`config.mk`:
```
export PLATFORM = sky130hd
export DESIGN_NAME = hdlc_tx_msgbuf
export DESIGN_NICKNAME = d
export VERILOG_FILES = /design/src/rtl/hdlc_txbuf_pkg.sv /design/src/rtl/txbuf_store.sv /design/src/rtl/txbuf_lwm.sv /design/src/rtl/txbuf_ctrl.sv /design/src/rtl/hdlc_tx_msgbuf.sv
export SDC_FILE = /design/constraint.sdc
export NUM_CORES = 1
export LEC_CHECK = 0
export BUFFER_PORTS_ARGS = -buffer_cell sky130_fd_sc_hd__buf_2
export CORE_ASPECT_RATIO = 1.25
export CORE_UTILIZATION = 35
export DETAILED_ROUTE_END_ITERATION = 8
export GPL_TIMING_DRIVEN = 0
export SKIP_CTS_REPAIR_TIMING = 1
export SKIP_LAST_GASP = 1
export SYNTH_ARGS = -nofsm -noshare
export SYNTH_HDL_FRONTEND = slang
export SYNTH_SLANG_ARGS = --single-unit
```
`constraint.sdc`:
```
create_clock -name clk -period 5.8 [get_ports clk]
set_clock_uncertainty 0.15 [all_clocks]
set_input_delay 0.58 -clock clk [delete_from_list [all_inputs] [get_ports clk]]
set_output_delay 0.58 -clock clk [all_outputs]
set_load 0.01 [all_outputs]
```
`src/rtl/hdlc_txbuf_pkg.sv`:
```
package hdlc_txbuf_pkg;

    typedef enum logic [1:0] {
        ST_IDLE   = 2'd0,
        ST_SEND   = 2'd1,
        ST_REPEAT = 2'd2
    } txbuf_state_e;

    // Threshold for a select code: eighths of the depth, top code one sixteenth short of full
    function automatic int unsigned lwm_level(input logic [2:0] sel, input int unsigned depth);
        if (sel == 3'd7)
            return depth - depth / 16;
        else
            return (int'(sel) + 1) * (depth / 8);
    endfunction

endpackage

```
`src/rtl/txbuf_store.sv`:
```
module txbuf_store #(
    parameter int unsigned DEPTH = 128,
    parameter int unsigned DW    = 9,
    localparam int unsigned AW   = $clog2(DEPTH)
) (
    input  logic          clk,
    input  logic          wr_en,
    input  logic [AW-1:0] wr_addr,
    input  logic [DW-1:0] wr_word,
    input  logic [AW-1:0] rd_addr,
    output logic [DW-1:0] rd_word
);

    logic [DW-1:0] mem [DEPTH];

    always_ff @(posedge clk) begin
        if (wr_en)
            mem[wr_addr] <= wr_word;
    end

    assign rd_word = mem[rd_addr];

endmodule

```
`src/rtl/txbuf_lwm.sv`:
```
module txbuf_lwm
    import hdlc_txbuf_pkg::*;
#(
    parameter int unsigned DEPTH = 128,
    localparam int unsigned CW   = $clog2(DEPTH) + 1
) (
    input  logic [CW-1:0] fill,
    input  logic [2:0]    sel,
    input  logic          irq_en,
    output logic          flag,
    output logic          irq
);

    logic [CW-1:0] level;

    always_comb begin
        level = CW'(lwm_level(sel, DEPTH));
        flag  = (fill < level);
        irq   = flag & irq_en;
    end

endmodule

```
`src/rtl/txbuf_ctrl.sv`:
```
module txbuf_ctrl
    import hdlc_txbuf_pkg::*;
#(
    parameter int unsigned DEPTH = 128,
    localparam int unsigned AW   = $clog2(DEPTH),
    localparam int unsigned CW   = AW + 1
) (
    input  logic          clk,
    input  logic          rst_n,
    input  logic          tx_rst,
    input  logic          wr_en,
    input  logic          wr_eom,
    input  logic          loop_en,
    input  logic          tx_req,
    input  logic          rd_eom,
    output logic          wr_fire,
    output logic [AW-1:0] wr_addr,
    output logic [AW-1:0] rd_addr,
    output logic [CW-1:0] fill,
    output logic          tx_avail,
    output logic          tx_sof,
    output logic          tx_abort,
    output logic          tx_underrun
);

    txbuf_state_e  st_q, st_d;
    logic [CW-1:0] wr_q, wr_d;
    logic [CW-1:0] rd_q, rd_d;
    logic [CW-1:0] base_q, base_d;
    logic [CW-1:0] rdy_q, rdy_d;
    logic          abort_d, under_d;
    logic          pop, mid_msg, full;

    // Output process
    always_comb begin
        fill     = wr_q - base_q;
        full     = (fill == CW'(DEPTH));
        tx_avail = (st_q == ST_REPEAT) || (rd_q != wr_q);
        tx_sof   = tx_avail && (rd_q == base_q);
        mid_msg  = (st_q == ST_SEND) || ((st_q == ST_REPEAT) && (rd_q != base_q));
        wr_fire  = wr_en && !full && !tx_rst;
        pop      = tx_req && tx_avail && !tx_rst;
        wr_addr  = wr_q[AW-1:0];
        rd_addr  = rd_q[AW-1:0];
    end

    // Next-state process
    always_comb begin
        st_d    = st_q;
        wr_d    = wr_q;
        rd_d    = rd_q;
        base_d  = base_q;
        rdy_d   = rdy_q;
        abort_d = 1'b0;
        under_d = tx_underrun;
        if (wr_fire) begin
            wr_d = wr_q + 1'b1;
            if (wr_eom)
                rdy_d = rdy_q + 1'b1;
        end
        if (tx_req && !tx_avail && (st_q == ST_SEND) && !loop_en)
            under_d = 1'b1;
        if (pop) begin
            unique case (st_q)
                ST_IDLE, ST_SEND: begin
                    if (!rd_eom) begin
                        rd_d = rd_q + 1'b1;
                        st_d = ST_SEND;
                    end else begin
                        rdy_d = rdy_d - 1'b1;
                        if (loop_en && (rdy_q == CW'(1))) begin
                            rd_d = base_q;
                            st_d = ST_REPEAT;
                        end else begin
                            rd_d   = rd_q + 1'b1;
                            base_d = rd_q + 1'b1;
                            st_d   = ST_IDLE;
                        end
                    end
                end
                ST_REPEAT: begin
                    if (!rd_eom) begin
                        rd_d = rd_q + 1'b1;
                    end else if (loop_en && (rdy_q == '0)) begin
                        rd_d = base_q;
                    end else begin
                        rd_d   = rd_q + 1'b1;
                        base_d = rd_q + 1'b1;
                        st_d   = ST_IDLE;
                    end
                end
                default: st_d = ST_IDLE;
            endcase
        end
        if (tx_rst) begin
            st_d    = ST_IDLE;
            wr_d    = '0;
            rd_d    = '0;
            base_d  = '0;
            rdy_d   = '0;
            abort_d = mid_msg;
            under_d = 1'b0;
        end
    end

    // State register process
    always_ff @(posedge clk or negedge rst_n) begin
        if (!rst_n) begin
            st_q        <= ST_IDLE;
            wr_q        <= '0;
            rd_q        <= '0;
            base_q      <= '0;
            rdy_q       <= '0;
            tx_abort    <= 1'b0;
            tx_underrun <= 1'b0;
        end else begin
            st_q        <= st_d;
            wr_q        <= wr_d;
            rd_q        <= rd_d;
            base_q      <= base_d;
            rdy_q       <= rdy_d;
            tx_abort    <= abort_d;
            tx_underrun <= under_d;
        end
    end

endmodule

```
`src/rtl/hdlc_tx_msgbuf.sv`:
```
module hdlc_tx_msgbuf #(
    parameter int unsigned DEPTH = 128,
    parameter int unsigned DW    = 8,
    localparam int unsigned AW   = $clog2(DEPTH),
    localparam int unsigned CW   = AW + 1
) (
    input  logic          clk,
    input  logic          rst_n,
    input  logic          tx_rst,
    input  logic          wr_en,
    input  logic [DW-1:0] wr_data,
    input  logic          wr_eom,
    input  logic          loop_en,
    input  logic [2:0]    lwm_sel,
    input  logic          lwm_irq_en,
    output logic [CW-1:0] free_cnt,
    output logic          lwm_flag,
    output logic          lwm_irq,
    input  logic          tx_req,
    output logic          tx_avail,
    output logic [DW-1:0] tx_data,
    output logic          tx_sof,
    output logic          tx_eof,
    output logic          tx_abort,
    output logic          tx_underrun
);

    logic          wr_fire;
    logic [AW-1:0] wr_addr, rd_addr;
    logic [CW-1:0] fill;
    logic [DW:0]   rd_word;

    txbuf_ctrl #(.DEPTH(DEPTH)) u_ctrl (
        .clk         (clk),
        .rst_n       (rst_n),
        .tx_rst      (tx_rst),
        .wr_en       (wr_en),
        .wr_eom      (wr_eom),
        .loop_en     (loop_en),
        .tx_req      (tx_req),
        .rd_eom      (rd_word[DW]),
        .wr_fire     (wr_fire),
        .wr_addr     (wr_addr),
        .rd_addr     (rd_addr),
        .fill        (fill),
        .tx_avail    (tx_avail),
        .tx_sof      (tx_sof),
        .tx_abort    (tx_abort),
        .tx_underrun (tx_underrun)
    );

    txbuf_store #(.DEPTH(DEPTH), .DW(DW + 1)) u_store (
        .clk     (clk),
        .wr_en   (wr_fire),
        .wr_addr (wr_addr),
        .wr_word ({wr_eom, wr_data}),
        .rd_addr (rd_addr),
        .rd_word (rd_word)
    );

    txbuf_lwm #(.DEPTH(DEPTH)) u_lwm (
        .fill   (fill),
        .sel    (lwm_sel),
        .irq_en (lwm_irq_en),
        .flag   (lwm_flag),
        .irq    (lwm_irq)
    );

    assign free_cnt = CW'(DEPTH) - fill;
    assign tx_data  = rd_word[DW-1:0];
    assign tx_eof   = tx_avail && rd_word[DW];

endmodule

```
==> reports/qor.txt <==
Routability Congestion = 0.913
Post-route cell area = 53,800 sq um
Worst Tran Pin Value = 1.53 ns
Commonest cells in the synthesized netlist = 1,152 x edfxtp_1, 368 x mux4_2, 173 x nor2_1
Post-Place Setup Slack = -0.113 ns
CTS tree = done
Die W = 331 um
Syn_nets = 2,227
Fillers = 11,800
Unrepaired setup endpoints after global routing = yes
Later-pin clock latency in the skew report = 0.74 ns
Yosys top cell area share = 73.1%
Critical Path Source = u_ctrl.wr_q[0]
Final setup violation count = 81
Total CTS buffers = 107
Synth area leader = edfxtp_1
Worst Slack Setup Final = -0.0912 ns
Largest delay share family, worst path = simple AND/OR/NAND/NOR gates
Initial DRT Pass Iterations = 5
Syn avg cell area = 21.6 sq um
Max Cap Violations = 1
Synth Register Bits = 1,188
Register area share after synthesis = 75.0%
Leak Pwr = 0.0163 uW
Core box area = 134,000 sq um
CP required = 5.98 ns
Hold depth = 4
Tcrit/Tclk final = 102%
Final min period = 5.89 ns
Largest net degree at the start of global routing = 95
M1 GR Usage = 21.8%
Iteration-0 DRC Markers = 2,281
Number of synthesized flops with an enable pin = 1,152
Reg2Reg Launch Point = u_ctrl.wr_q[0]
Max frequency = 170 MHz
Status = finished with violations
Vias in the first global route = 23,600
Hold Path Class = primary input to flop
Slew Viols, Final = 11
M3 GR Usage = 2.45%
Die area = 137,000 sq um
Failing checks = negative hold slack, max-capacitance violations, max-slew violations, negative setup slack
Top area cells in the synthesized netlist = edfxtp_1 73%, mux4_2 18%, dfrtp_1 1.9%, nor2_1 1.4%, clkbuf_1 0.57%
Layout Nets = 2,394
Layout cells sized above 1 = 28.9%
Critical Path Sink = u_store.mem[108][5]
Vias per Instance = 5.50
Primary FF master, synth = edfxtp_1
Relative slew slack = -1.83%
Stages on worst setup path = 13
Worst r2r dst = u_store.mem[108][5]
Worst r2r path cells = 13
Final core occ = 40.1%
Port buffer count = 41
Gate Count Post-Synth = 2,187
Ys Warns = 0
Crit Path Max Fanout = 10
Worst Setup Path Type = flop to flop
Sink Count = 1,188
H-tree Lvls = 3
Drt total wl = 124 mm
Area Growth Syn to Fin = 13.7%
Final Hold Vio Count = 1
Critical Path Sink Type = flop
Root Buffer = clkbuf_16
Startpoint types = flop
Clock Pin Slew Worst Setup and Hold Paths = 0.07 ns
Post-Place Cell Area = 50,000 sq um
Critical path's slowest cell = nand3_1
WL/cell = 29.6 um
Critical path buffer and inverter count = 4
R2r setup slk = -0.09 ns
CP Data Arrival Time = 6.07 ns
Gr busiest metal = met2
Ports = 42
Vias = 23,100
Hold Slack = -0.00295 ns
Tot GR Track Use = 18.2%
Starting Density = 35.3%
Antenna violations before repair = 2
Area of the mapped netlist = 47,300 sq um
Critical-path cell list = clkbuf_1, inv_1, ha_1, inv_1, fa_1, and3_2, o21a_1, o211ai_1, nor4_2, a21boi_2, nand3_1, clkbuf_1, nor2_1
First-pass GRT wire length = 176 mm
DP HPWL = 85.6 mm
CTS Buffer Depth = 3
Crit-path max cell delay = 0.87 ns
Peak VDD IR = 0.300 mV
Global route overflow = 0
Pwr/cell area = 431 nW/um^2
Die H = 413 um
Synth async-reset ratio = 3.03%
Residual DRC count = 0
Final Power = 23,200 uW
# rows = 150
Yosys cell types = 63
Count leader, synth = edfxtp_1
Remaining antenna violation count = 0
M2 GR Usage = 32.7%
-- stage by stage --
stage / instances / setup TNS [ns]
global placement: 3976 / -8.49
floorplan: 2187 / 0
detailed placement: 3985 / -8.29
CTS: 4185 / -15.42
global route: 4193 / -29.83
finish: 4195 / -4.19
-- how the worst min path moves through the flow --
stage | start | to | slack (ns)
after detailed placement | u_ctrl.tx_underrun | u_ctrl.tx_underrun | 0.35
final | loop_en | u_ctrl.tx_underrun | -0.003
after global routing | loop_en | u_ctrl.tx_underrun | 0.01
after floorplan | rst_n | u_ctrl.base_q[0] | 0.13
after CTS | rst_n | u_ctrl.rdy_q[4] | -0.18
after global placement | u_ctrl.tx_underrun | u_ctrl.tx_underrun | 0.35
-- routing by layer --
| layer | wire length (um) | vias to the layer above |
|---|---|---|
| met5 | 13 | - |
| li1 | - | 9494 |
| met4 | 5360 | 2 |
| met1 | 46300 | 12500 |
| met2 | 65600 | 849 |
| met3 | 6810 | 217 |
-- power breakdown --
| part | total [uW] | internal, uW | switching (uW) |
|---|---|---|---|
| sequential | 9580 | 9500 | 77.9 |
| combinational | 6220 | 2570 | 3650 |
| clock | 7370 | 4120 | 3260 |
-- kinds of logic (layout without fill, tap and decap cells) --
| family | count (synthesis) | after routing | share of synthesized area (%) |
|---|---|---|---|
| DFF | 1188 | 1188 | 75.0 |
| muxes | 385 | 385 | 17.9 |
| and+or+nand+nor | 317 | 317 | 3.05 |
| buffers and inverters | 137 | 395 | 1.20 |
| AOI/OAI and AO/OA | 93 | 93 | 1.39 |
| adders and majority gates | 21 | 21 | 0.571 |
| other | 0 | 2 | 0 |
| xor gates and xnor gates | 46 | 46 | 0.852 |
-- final cells by class --
type	count	area [sq um]	area share, %
tap	1748	2190	4.07
inverter	19	71.3	0.133
multi-input combinational	862	11400	21.1
clock buffer	127	2800	5.21
timing repair buffer	58	523	0.972
clock inverter	73	845	1.57
sequential	1188	35500	66.0
antenna	2	5.00	0.00930
buffer	118	507	0.942
-- worst min-delay path, delay by kind of cell --
| family | cells | cell delay [ns] |
|---|---|---|
| AND/OR/NAND/NOR | 3 | 0.17 |
| buffers and inverters | 1 | 0.09 |
-- registers in the layout, summed over array words and instances, names as in the netlist --
signal / count
u_ctrl.st_q: 2
u_ctrl.rd_q: 8
u_ctrl.wr_q: 8
u_ctrl.base_q: 8
u_ctrl.tx_underrun: 1
u_store.mem: 1152
u_ctrl.rdy_q: 8
u_ctrl.tx_abort: 1
-- placed cells by master (no fill, tap or decap), types with 7 or more instances in the layout --
cell | Yosys | final
xor2_1 | 25 | 25
clkbuf_16 | 0 | 107
inv_1 | 18 | 18
and3_1 | 7 | 7
o22ai_1 | 8 | 8
a21oi_1 | 20 | 20
clkinv_1 | 1 | 17
nand4_1 | 7 | 7
o21ai_0 | 12 | 12
clkinvlp_4 | 0 | 7
nor2b_1 | 15 | 15
buf_2 | 31 | 64
clkbuf_2 | 0 | 7
ha_1 | 20 | 20
clkbuf_1 | 72 | 85
edfxtp_1 | 1152 | 1152
clkinv_2 | 0 | 27
nand2b_1 | 8 | 8
buf_16 | 0 | 7
nor3_1 | 13 | 13
a211oi_1 | 10 | 10
buf_4 | 2 | 18
mux2_2 | 11 | 11
nor2_2 | 0 | 46
xnor2_1 | 21 | 21
nand3_1 | 26 | 26
dfrtp_1 | 36 | 36
nor2_1 | 173 | 127
nand2_1 | 40 | 40
bufinv_16 | 0 | 14
mux4_2 | 368 | 368
(Power assumes the default switching activity.)
